<file path="config.mk">
export PLATFORM = sky130hd
export DESIGN_NAME = dma3d_seq
export DESIGN_NICKNAME = d
export VERILOG_FILES = /design/src/rtl/dma3d_pkg.sv /design/src/rtl/dma3d_addr_walk.sv /design/src/rtl/dma3d_count.sv /design/src/rtl/dma3d_ctrl.sv /design/src/rtl/dma3d_seq.sv
export SDC_FILE = /design/constraint.sdc
export NUM_CORES = 1
export LEC_CHECK = 0
export BUFFER_PORTS_ARGS = -buffer_cell sky130_fd_sc_hd__buf_4
export CELL_PAD_IN_SITES_DETAIL_PLACEMENT = 0
export CELL_PAD_IN_SITES_GLOBAL_PLACEMENT = 1
export CORE_MARGIN = 1
export CORE_UTILIZATION = 41
export CTS_BUF_LIST = sky130_fd_sc_hd__clkbuf_4 sky130_fd_sc_hd__clkbuf_8
export DETAILED_ROUTE_END_ITERATION = 6
export PLACE_DENSITY_LB_ADDON = 0.1
export SLEW_MARGIN = 20
export SYNTH_ARGS = -nofsm -noshare
export SYNTH_HDL_FRONTEND = slang
export SYNTH_SLANG_ARGS = --single-unit
export TNS_END_PERCENT = 100
</file>
<file path="constraint.sdc">
create_clock -name clk -period 4.4 [get_ports clk]
set_input_delay 0.66 -clock clk [delete_from_list [all_inputs] [get_ports clk]]
set_output_delay 0.66 -clock clk [all_outputs]
set_load 0.03 [all_outputs]
</file>
<file path="src/rtl/dma3d_pkg.sv">
package dma3d_pkg;

    typedef enum logic {
        SYNC_ARRAY = 1'b0,
        SYNC_FRAME = 1'b1
    } sync_mode_e;

endpackage

</file>
<file path="src/rtl/dma3d_addr_walk.sv">
// Address walker for one side (source or destination) of the channel.
module dma3d_addr_walk #(
    parameter int ADDR_W   = 32,
    parameter int STRIDE_W = 16
) (
    input  logic                clk,
    input  logic                rst_n,
    input  logic                load,
    input  logic [ADDR_W-1:0]   base,
    input  logic [STRIDE_W-1:0] bstride,
    input  logic [STRIDE_W-1:0] cstride,
    input  logic                step_b,
    input  logic                step_c,
    output logic [ADDR_W-1:0]   cur
);
    localparam int EXT_W = ADDR_W - STRIDE_W;

    typedef struct packed {
        logic [ADDR_W-1:0]   cur;
        logic [ADDR_W-1:0]   frm;
        logic [STRIDE_W-1:0] bs;
        logic [STRIDE_W-1:0] cs;
    } walk_t;

    walk_t st_d, st_q;
    logic [ADDR_W-1:0] bs_ext, cs_ext;

    always_comb begin
        bs_ext = {{EXT_W{st_q.bs[STRIDE_W-1]}}, st_q.bs};
        cs_ext = {{EXT_W{st_q.cs[STRIDE_W-1]}}, st_q.cs};
        st_d   = st_q;
        if (load) begin
            st_d.cur = base;
            st_d.frm = base;
            st_d.bs  = bstride;
            st_d.cs  = cstride;
        end else if (step_c) begin
            st_d.frm = st_q.frm + cs_ext;
            st_d.cur = st_q.frm + cs_ext;
        end else if (step_b) begin
            st_d.cur = st_q.cur + bs_ext;
        end
    end

    always_ff @(posedge clk or negedge rst_n) begin
        if (!rst_n) st_q <= '0;
        else        st_q <= st_d;
    end

    assign cur = st_q.cur;
endmodule

</file>
<file path="src/rtl/dma3d_count.sv">
// Array and frame counters of the channel.
module dma3d_count #(
    parameter int ACNT_W = 16,
    parameter int BCNT_W = 16,
    parameter int CCNT_W = 16
) (
    input  logic              clk,
    input  logic              rst_n,
    input  logic              load,
    input  logic [ACNT_W-1:0] acnt,
    input  logic [BCNT_W-1:0] bcnt,
    input  logic [CCNT_W-1:0] ccnt,
    input  logic              step,
    output logic [ACNT_W-1:0] alen,
    output logic              array_last,
    output logic              block_last,
    output logic              exhausted
);
    localparam logic [BCNT_W-1:0] B_ONE = BCNT_W'(1);
    localparam logic [CCNT_W-1:0] C_ONE = CCNT_W'(1);

    typedef struct packed {
        logic [ACNT_W-1:0] alen;
        logic [BCNT_W-1:0] brel;
        logic [BCNT_W-1:0] bleft;
        logic [CCNT_W-1:0] cleft;
    } cnt_t;

    cnt_t st_d, st_q;

    always_comb begin
        st_d = st_q;
        if (load) begin
            st_d.alen  = acnt;
            st_d.brel  = bcnt;
            st_d.bleft = bcnt;
            st_d.cleft = (acnt == '0 || bcnt == '0) ? '0 : ccnt;
        end else if (step && st_q.cleft != '0) begin
            if (st_q.bleft == B_ONE) begin
                st_d.bleft = st_q.brel;
                st_d.cleft = st_q.cleft - C_ONE;
            end else begin
                st_d.bleft = st_q.bleft - B_ONE;
            end
        end
    end

    always_ff @(posedge clk or negedge rst_n) begin
        if (!rst_n) st_q <= '0;
        else        st_q <= st_d;
    end

    assign alen       = st_q.alen;
    assign array_last = (st_q.bleft == B_ONE);
    assign block_last = (st_q.bleft == B_ONE) && (st_q.cleft == C_ONE);
    assign exhausted  = (st_q.cleft == '0);
endmodule

</file>
<file path="src/rtl/dma3d_ctrl.sv">
// Trigger, pending and completion control.
module dma3d_ctrl
    import dma3d_pkg::*;
(
    input  logic       clk,
    input  logic       rst_n,
    input  logic       load,
    input  sync_mode_e mode,
    input  logic       trig,
    input  logic       accept,
    input  logic       exhausted,
    input  logic       array_last,
    input  logic       block_last,
    output logic       busy,
    output logic       done,
    output logic       final_flag,
    output logic       null_err
);
    typedef struct packed {
        logic busy;
        logic pend;
        logic done;
        logic fin;
        logic nul;
    } ctl_t;

    ctl_t st_d, st_q;
    logic portion_end;

    always_comb begin
        portion_end = (mode == SYNC_ARRAY) || array_last;
        st_d      = st_q;
        st_d.done = 1'b0;
        st_d.fin  = 1'b0;
        st_d.nul  = 1'b0;
        if (load) begin
            st_d.busy = 1'b0;
            st_d.pend = 1'b0;
        end else if (st_q.busy) begin
            if (trig) st_d.pend = 1'b1;
            if (accept && portion_end) begin
                st_d.busy = 1'b0;
                st_d.done = 1'b1;
                st_d.fin  = block_last;
            end
        end else if (trig || st_q.pend) begin
            st_d.pend = 1'b0;
            if (exhausted) st_d.nul  = 1'b1;
            else           st_d.busy = 1'b1;
        end
    end

    always_ff @(posedge clk or negedge rst_n) begin
        if (!rst_n) st_q <= '0;
        else        st_q <= st_d;
    end

    assign busy       = st_q.busy;
    assign done       = st_q.done;
    assign final_flag = st_q.fin;
    assign null_err   = st_q.nul;
endmodule

</file>
<file path="src/rtl/dma3d_seq.sv">
// Three-dimensional DMA address sequencer, top level.
module dma3d_seq
    import dma3d_pkg::*;
#(
    parameter int ADDR_W   = 32,
    parameter int STRIDE_W = 16,
    parameter int ACNT_W   = 16,
    parameter int BCNT_W   = 16,
    parameter int CCNT_W   = 16
) (
    input  logic                clk,
    input  logic                rst_n,
    input  logic                cfg_load,
    input  logic                cfg_frame_sync,
    input  logic [ADDR_W-1:0]   cfg_src_base,
    input  logic [ADDR_W-1:0]   cfg_dst_base,
    input  logic [ACNT_W-1:0]   cfg_acnt,
    input  logic [BCNT_W-1:0]   cfg_bcnt,
    input  logic [CCNT_W-1:0]   cfg_ccnt,
    input  logic [STRIDE_W-1:0] cfg_src_bstride,
    input  logic [STRIDE_W-1:0] cfg_dst_bstride,
    input  logic [STRIDE_W-1:0] cfg_src_cstride,
    input  logic [STRIDE_W-1:0] cfg_dst_cstride,
    input  logic                trig,
    output logic                req_valid,
    input  logic                req_ready,
    output logic [ADDR_W-1:0]   req_src,
    output logic [ADDR_W-1:0]   req_dst,
    output logic [ACNT_W-1:0]   req_len,
    output logic                xfer_done,
    output logic                xfer_final,
    output logic                null_err
);
    localparam int SIDES = 2;

    sync_mode_e mode_d, mode_q;
    logic busy, accept, step, step_b, step_c;
    logic array_last, block_last, exhausted;

    logic [SIDES-1:0][ADDR_W-1:0]   side_base;
    logic [SIDES-1:0][STRIDE_W-1:0] side_bs;
    logic [SIDES-1:0][STRIDE_W-1:0] side_cs;
    logic [SIDES-1:0][ADDR_W-1:0]   side_cur;

    always_comb begin
        mode_d = mode_q;
        if (cfg_load) mode_d = sync_mode_e'(cfg_frame_sync);
    end

    always_ff @(posedge clk or negedge rst_n) begin
        if (!rst_n) mode_q <= SYNC_ARRAY;
        else        mode_q <= mode_d;
    end

    assign accept = busy && req_ready;
    assign step   = accept && !cfg_load;
    assign step_c = step && array_last;
    assign step_b = step && !array_last;

    assign side_base = {cfg_dst_base, cfg_src_base};
    assign side_bs   = {cfg_dst_bstride, cfg_src_bstride};
    assign side_cs   = {cfg_dst_cstride, cfg_src_cstride};

    for (genvar s = 0; s < SIDES; s++) begin : g_side
        dma3d_addr_walk #(
            .ADDR_W  (ADDR_W),
            .STRIDE_W(STRIDE_W)
        ) walk_i (
            .clk    (clk),
            .rst_n  (rst_n),
            .load   (cfg_load),
            .base   (side_base[s]),
            .bstride(side_bs[s]),
            .cstride(side_cs[s]),
            .step_b (step_b),
            .step_c (step_c),
            .cur    (side_cur[s])
        );
    end

    dma3d_count #(
        .ACNT_W(ACNT_W),
        .BCNT_W(BCNT_W),
        .CCNT_W(CCNT_W)
    ) count_i (
        .clk       (clk),
        .rst_n     (rst_n),
        .load      (cfg_load),
        .acnt      (cfg_acnt),
        .bcnt      (cfg_bcnt),
        .ccnt      (cfg_ccnt),
        .step      (step),
        .alen      (req_len),
        .array_last(array_last),
        .block_last(block_last),
        .exhausted (exhausted)
    );

    dma3d_ctrl ctrl_i (
        .clk       (clk),
        .rst_n     (rst_n),
        .load      (cfg_load),
        .mode      (mode_q),
        .trig      (trig),
        .accept    (accept),
        .exhausted (exhausted),
        .array_last(array_last),
        .block_last(block_last),
        .busy      (busy),
        .done      (xfer_done),
        .final_flag(xfer_final),
        .null_err  (null_err)
    );

    assign req_valid = busy;
    assign req_src   = side_cur[0];
    assign req_dst   = side_cur[1];
endmodule

</file>
* Word level (Yosys, flattened, before mapping)
Cells that the tools add are included.
** Word-level totals
- Register bits after elaboration :: 262
- Latch bits :: 0
- RAM bits :: 0
- ROM bits :: 0
- Input port bits :: 182
- Output and inout bits :: 84
- Memories kept :: 0
** Operators by class
- $add $sub $neg :: 6
- Multipliers :: 0
- Div/mod/pow operators :: 0
- Order comparisons :: 0
- Equality and inequality tests :: 3
- Shifts and indexed selects :: 0
- Multiplexer cells :: 25
- Bitwise logic cells :: 1
- Reductions and logical operators :: 23
** Operators by type and width (number)
- $mux 32 :: 8
- $add 32x32->32 :: 4
- $mux 64 :: 2
- $logic_not 16->1 :: 3
- $mux 16 :: 3
- $eq 16x1->1 const B :: 2
- $sub 16x1->16 const B :: 2
- $reduce_bool 16->1 :: 1
- $mux 2 :: 5
- $logic_and 1x1->1 :: 7
- $mux 1 :: 6
- $reduce_bool 2->1 :: 3
- $reduce_bool 3->1 :: 2
- $reduce_and 2->1 :: 2
- $logic_or 1x1->1 :: 3
- $mux 3 :: 1
- $ne 3x3->1 const B :: 1
- $logic_not 1->1 :: 2
- $not 1->1 :: 1

* Longest topological paths before layout
- Word-level depth :: 6
- Depth in mapped cells :: 12
- Mapped depth without buffers :: 12

* Modules after synthesis
From an unflattened synthesis, not the netlist that was laid out.
** Second synthesis, totals
- Cell total of the unflattened synthesis :: 1988
- Area, all modules :: 18551.5 µm²
** By module, submodules not included
- dma3d_addr_walk at g_side[0].walk_i :: instances 1, cells each 810, area each 7412.1 µm², seq. area each 2402.3 µm²
- dma3d_addr_walk at g_side[1].walk_i :: instances 1, cells each 792, area each 7243.2 µm², seq. area each 2402.3 µm²
- dma3d_count :: instances 1, cells each 363, area each 3622.2 µm², seq. area each 1601.5 µm²
- dma3d_ctrl :: instances 1, cells each 17, area each 193.9 µm², seq. area each 125.1 µm²
- dma3d_seq :: instances 1, cells each 6, area each 80.1 µm², seq. area each 25.0 µm²

* Worst setup path after synthesis
OpenSTA, ideal clock, no wires.
- Path kind :: reg-to-reg
- From :: reg g_side[1].walk_i.st_q (netlist bit g_side[1].walk_i.bs_ext[15])
- To :: reg g_side[1].walk_i.st_q (netlist bit g_side[1].walk_i.cur[31])
- Arrival :: 3.043 ns
- Slack :: 1.218 ns
- Cell stages (with the launch flop) :: 13
- Path buffers :: 1
- Cells stage by stage :: dfrtp_1 ha_1 buf_2 a21o_1 a21oi_1 o21bai_1 a22o_1 or3_1 o21ba_2 a311o_1 a21o_1 mux2i_1 o2111ai_1
** Between the ends
- Cells in the longest elaborated chain, start to end :: 4
** RTL lines
- start: declaration :: line dma3d_addr_walk.sv:25 : walk_t st_d, st_q;
- start signal: assignment :: line dma3d_addr_walk.sv:47 : else st_q <= st_d;
- $add 32x32->32 :: line dma3d_addr_walk.sv:41 : st_d.cur = st_q.cur + bs_ext;
- $mux 32 :: line dma3d_addr_walk.sv:40 : end else if (step_b) begin
- $mux 32 :: line dma3d_addr_walk.sv:37 : end else if (step_c) begin
- $mux 64 :: line dma3d_addr_walk.sv:32 : if (load) begin
Every way passes these cells. The select of a mux whose other input is x is not followed.
A chain may end at the register's enable or synchronous reset.

* Worst setup path in the final report
- From :: reg g_side[1].walk_i.st_q (netlist bit g_side[1].walk_i.cs_ext[0])
- To :: reg g_side[1].walk_i.st_q (netlist bit g_side[1].walk_i.cur[30])
** Between the ends
- Cells in the longest elaborated chain, start to end :: 3
** RTL lines
- $add 32x32->32 :: line dma3d_addr_walk.sv:39 : st_d.cur = st_q.frm + cs_ext;
- $mux 32 :: line dma3d_addr_walk.sv:37
- $mux 64 :: line dma3d_addr_walk.sv:32
Every way passes these cells.

==> results.json <==
{
  "first_iter_violations": 879,
  "cts_resized": 0,
  "layout-drive-gt1-share_pct": 22.4,
  "synth_warnings": 0,
  "io_buffer_count": 265,
  "worst_setup_path_start_kind": "flop",
  "synth_edf_count": 0,
  "clock.fmax_mhz": 279,
  "layout_commonest_cell": "buf_4",
  "pin_count": 266,
  "setup_violations": 0,
  "insertion_delay_ns": 0.65,
  "routedWlPerCell_um": 19.0,
  "fp.dieArea_mm2": 0.0448,
  "antenna_found_initial": 1,
  "maxSlewHeadroom_pct": 47.9,
  "ir_worst_vdd_uv": 265,
  "grt_overflow": 0,
  "die_x_um": 212,
  "swShare_pct": 40.1,
  "grt_setup_unrepaired": "no",
  "tightestPinTransition_ns": 0.781,
  "grt_pass1_vias": 15500,
  "start_util_pct": 41.7,
  "async_flop_share_pct": 100,
  "area_growth_pct": 17.5,
  "die_h_um": 212,
  "power_frac_clock_pct": 24.8,
  "dr_total_vias": 15500,
  "cts-root-buf": "clkbuf_8",
  "crit_required_ns": 4.93,
  "fin_worst_skew_ns": 0.0293,
  "syn_nets": 2317,
  "power_frac_seq_pct": 29.5,
  "min_path_type": "in2async",
  "fin_crit_ns": 3.58,
  "arrival_ns": 4.10,
  "hpwl_mm": 38.5,
  "cpMaxStageDelayCell": "a21oi_1",
  "cts_made_buffers": 51,
  "synth_ff_type": "dfrtp_1",
  "rows": 76,
  "cts_sinks": 262,
  "ys_ff_latch": 262,
  "hold_buffers": 0,
  "fin_setup_tns_ns": 0,
  "via_per_inst": 5.56,
  "powerDensity_mw_per_mm2": 513,
  "status": "completed",
  "ys_types": 76,
  "drt_wl_total_mm": 53.2,
  "path_cells": "ha_1 -> fa_1 -> a211oi_1 -> o21bai_1 -> a21oi_1 -> o2111ai_1 -> a31oi_1 -> o21ai_0 -> a41oi_1 -> xnor2_1 -> a22oi_1 -> a21oi_1",
  "grt_pass1_wl_mm": 84.6,
  "syn-instance-count": 2003,
  "place.gp.congestion": 0.890,
  "synth_area_mm2": 0.0180,
  "finalHoldViolations": 0,
  "power.total_mw": 10.9,
  "endpoint_kind": "flop",
  "seq_area_frac_synth_pct": 36.4,
  "slowest_delay_ns": 0.53,
  "final_cell_mix": "buf_4 (280), dfrtp_1 (262), nand2_1 (230), a21oi_1 (157), nor2_1 (148)",
  "period_share_pct": 81.3,
  "crit_fanout": 6,
  "path_clk_slew_ns": 0.06,
  "path_common_cell": "a21oi_1",
  "ctsHtreeMaxLevel": 2,
  "path_buf_inv": 0,
  "cts_buffer_depth": 3,
  "leakagePower_nw": 9.66,
  "postRouteAntennaNets": 0,
  "grt_max_degree": 131,
  "power.switching_mw": 4.36,
  "max-cap-violations": 0,
  "internal_power_mw": 6.50,
  "fp.coreArea_mm2": 0.0432,
  "slew_viol_final": 0,
  "first_pass_iters": 5,
  "cts_tree": "built",
  "cts_setup_buffers": 0,
  "path_class": "reg2reg",
  "drcViolationCount": 0,
  "power_frac_comb_pct": 45.6,
  "grt_usage_pct": 24.0,
  "final_nets": 2486,
  "synth_area_per_cell_um2": 8.99,
  "cp_top_family": "compound AO/OA/AOI/OAI gates"
}
## kinds of logic (layout without fill, tap and decap cells)
logic type,count (synthesis),count (layout),share of synthesized area [%]
flip-flops,262,262,36.4
AO/OA/AOI/OAI,619,619,22.5
other,0,1,0
adder cells (fa/ha/maj),132,132,9.34
multiplexers,92,92,5.73
XOR/XNOR,113,113,5.50
buffers and inverters,203,412,5.92
AND/OR/NAND/NOR,582,582,14.6
## power groups by stage
stage | clock network [mW] | logic (mW) | registers (mW)
2_1_floorplan | 0 | 3.94 | 3.12
3_3_place_gp | 0 | 4.90 | 3.24
3_5_place_dp | 0 | 4.92 | 3.25
4_1_cts | 2.80 | 4.95 | 3.21
5_1_grt | 2.90 | 5.49 | 3.26
6_report | 2.70 | 4.95 | 3.21
## synth_stat cells (6+ instances only)
cell type	n	area, µm²
nor4_1	14	87.6
xnor2_1	72	631
or2_2	8	50.1
and2_1	11	68.8
nand2_1	231	867
clkbuf_1	82	308
inv_1	34	128
a21o_1	82	616
nor2_1	150	563
mux2_2	89	1000
a22oi_1	55	413
a31oi_1	57	357
o31ai_1	8	60.1
ha_1	128	1600
a221o_1	6	60.1
o21a_1	13	97.6
nor2b_1	15	93.8
nand2b_1	14	87.6
a21oi_1	158	791
a21boi_0	7	52.6
dfrtp_1	262	6560
o211ai_1	13	97.6
nand4_1	23	144
or3_1	10	62.6
buf_4	80	601
xor2_1	41	359
a211o_1	9	78.8
nor3_1	44	220
and3_1	13	81.3
o21ai_0	105	526
a211oi_1	29	218
nand3_1	34	170
o21bai_1	16	120
## layout make-up
class	count	area, µm²
fillers	4250	22000
multi-input cells	1538	10400
flip-flops and latches	262	6560
repair buffers	285	2190
clock buffers	87	1060
well taps	585	732
inverters	34	128
clock inverters	6	72.6
diodes	1	2.50
## flip-flops by register name (all words and copies together) (netlist names), 16 cells and up
| signal | flops |
|---|---|
| g_side.walk_i.cur | 64 |
| g_side.walk_i.bs_ext | 32 |
| g_side.walk_i.st_q | 64 |
| count_i.st_q | 48 |
| g_side.walk_i.cs_ext | 32 |
| count_i.alen | 16 |
## through the flow
step	setup slack, ns	cell area (µm²)	hold slack [ns]	cells	utilization, %
finish	0.822	21200	0.0523	2798	49.0
global route	0.446	21200	0.0793	2798	49.0
detailed placement	0.868	20000	0.466	2704	46.4
CTS	0.841	21200	0.0283	2797	49.0
floorplan	1.22	18000	0.364	2003	-
global placement	0.880	20000	0.462	2704	46.4
## final timing paths
check                                            from                     endpoint  slack (ns)  depth (start not counted)
max                        g_side[1].walk_i.cs_ext[0]     g_side[1].walk_i.cur[30]        0.82                         12
min                                             rst_n  g_side[0].walk_i.cs_ext[14]        0.05                          1
max reg2reg                g_side[1].walk_i.cs_ext[0]     g_side[1].walk_i.cur[30]        0.82                         12
min reg2reg                 g_side[1].walk_i.st_q[45]    g_side[1].walk_i.st_q[45]        0.48                          1
max in group asynchronous                       rst_n      g_side[0].walk_i.cur[1]        3.39                          2
min in group clk                   cfg_src_bstride[9]   g_side[0].walk_i.bs_ext[9]        0.25                          2
## layer usage
layer	vias up	wire length, µm	global-route usage, %
met3	79	2590	4.08
li1	7585	-	-
met2	366	25100	39.6
met5	-	0	0
met1	7513	24000	31.8
met4	0	1490	8.10
(Power assumes the default switching activity.)
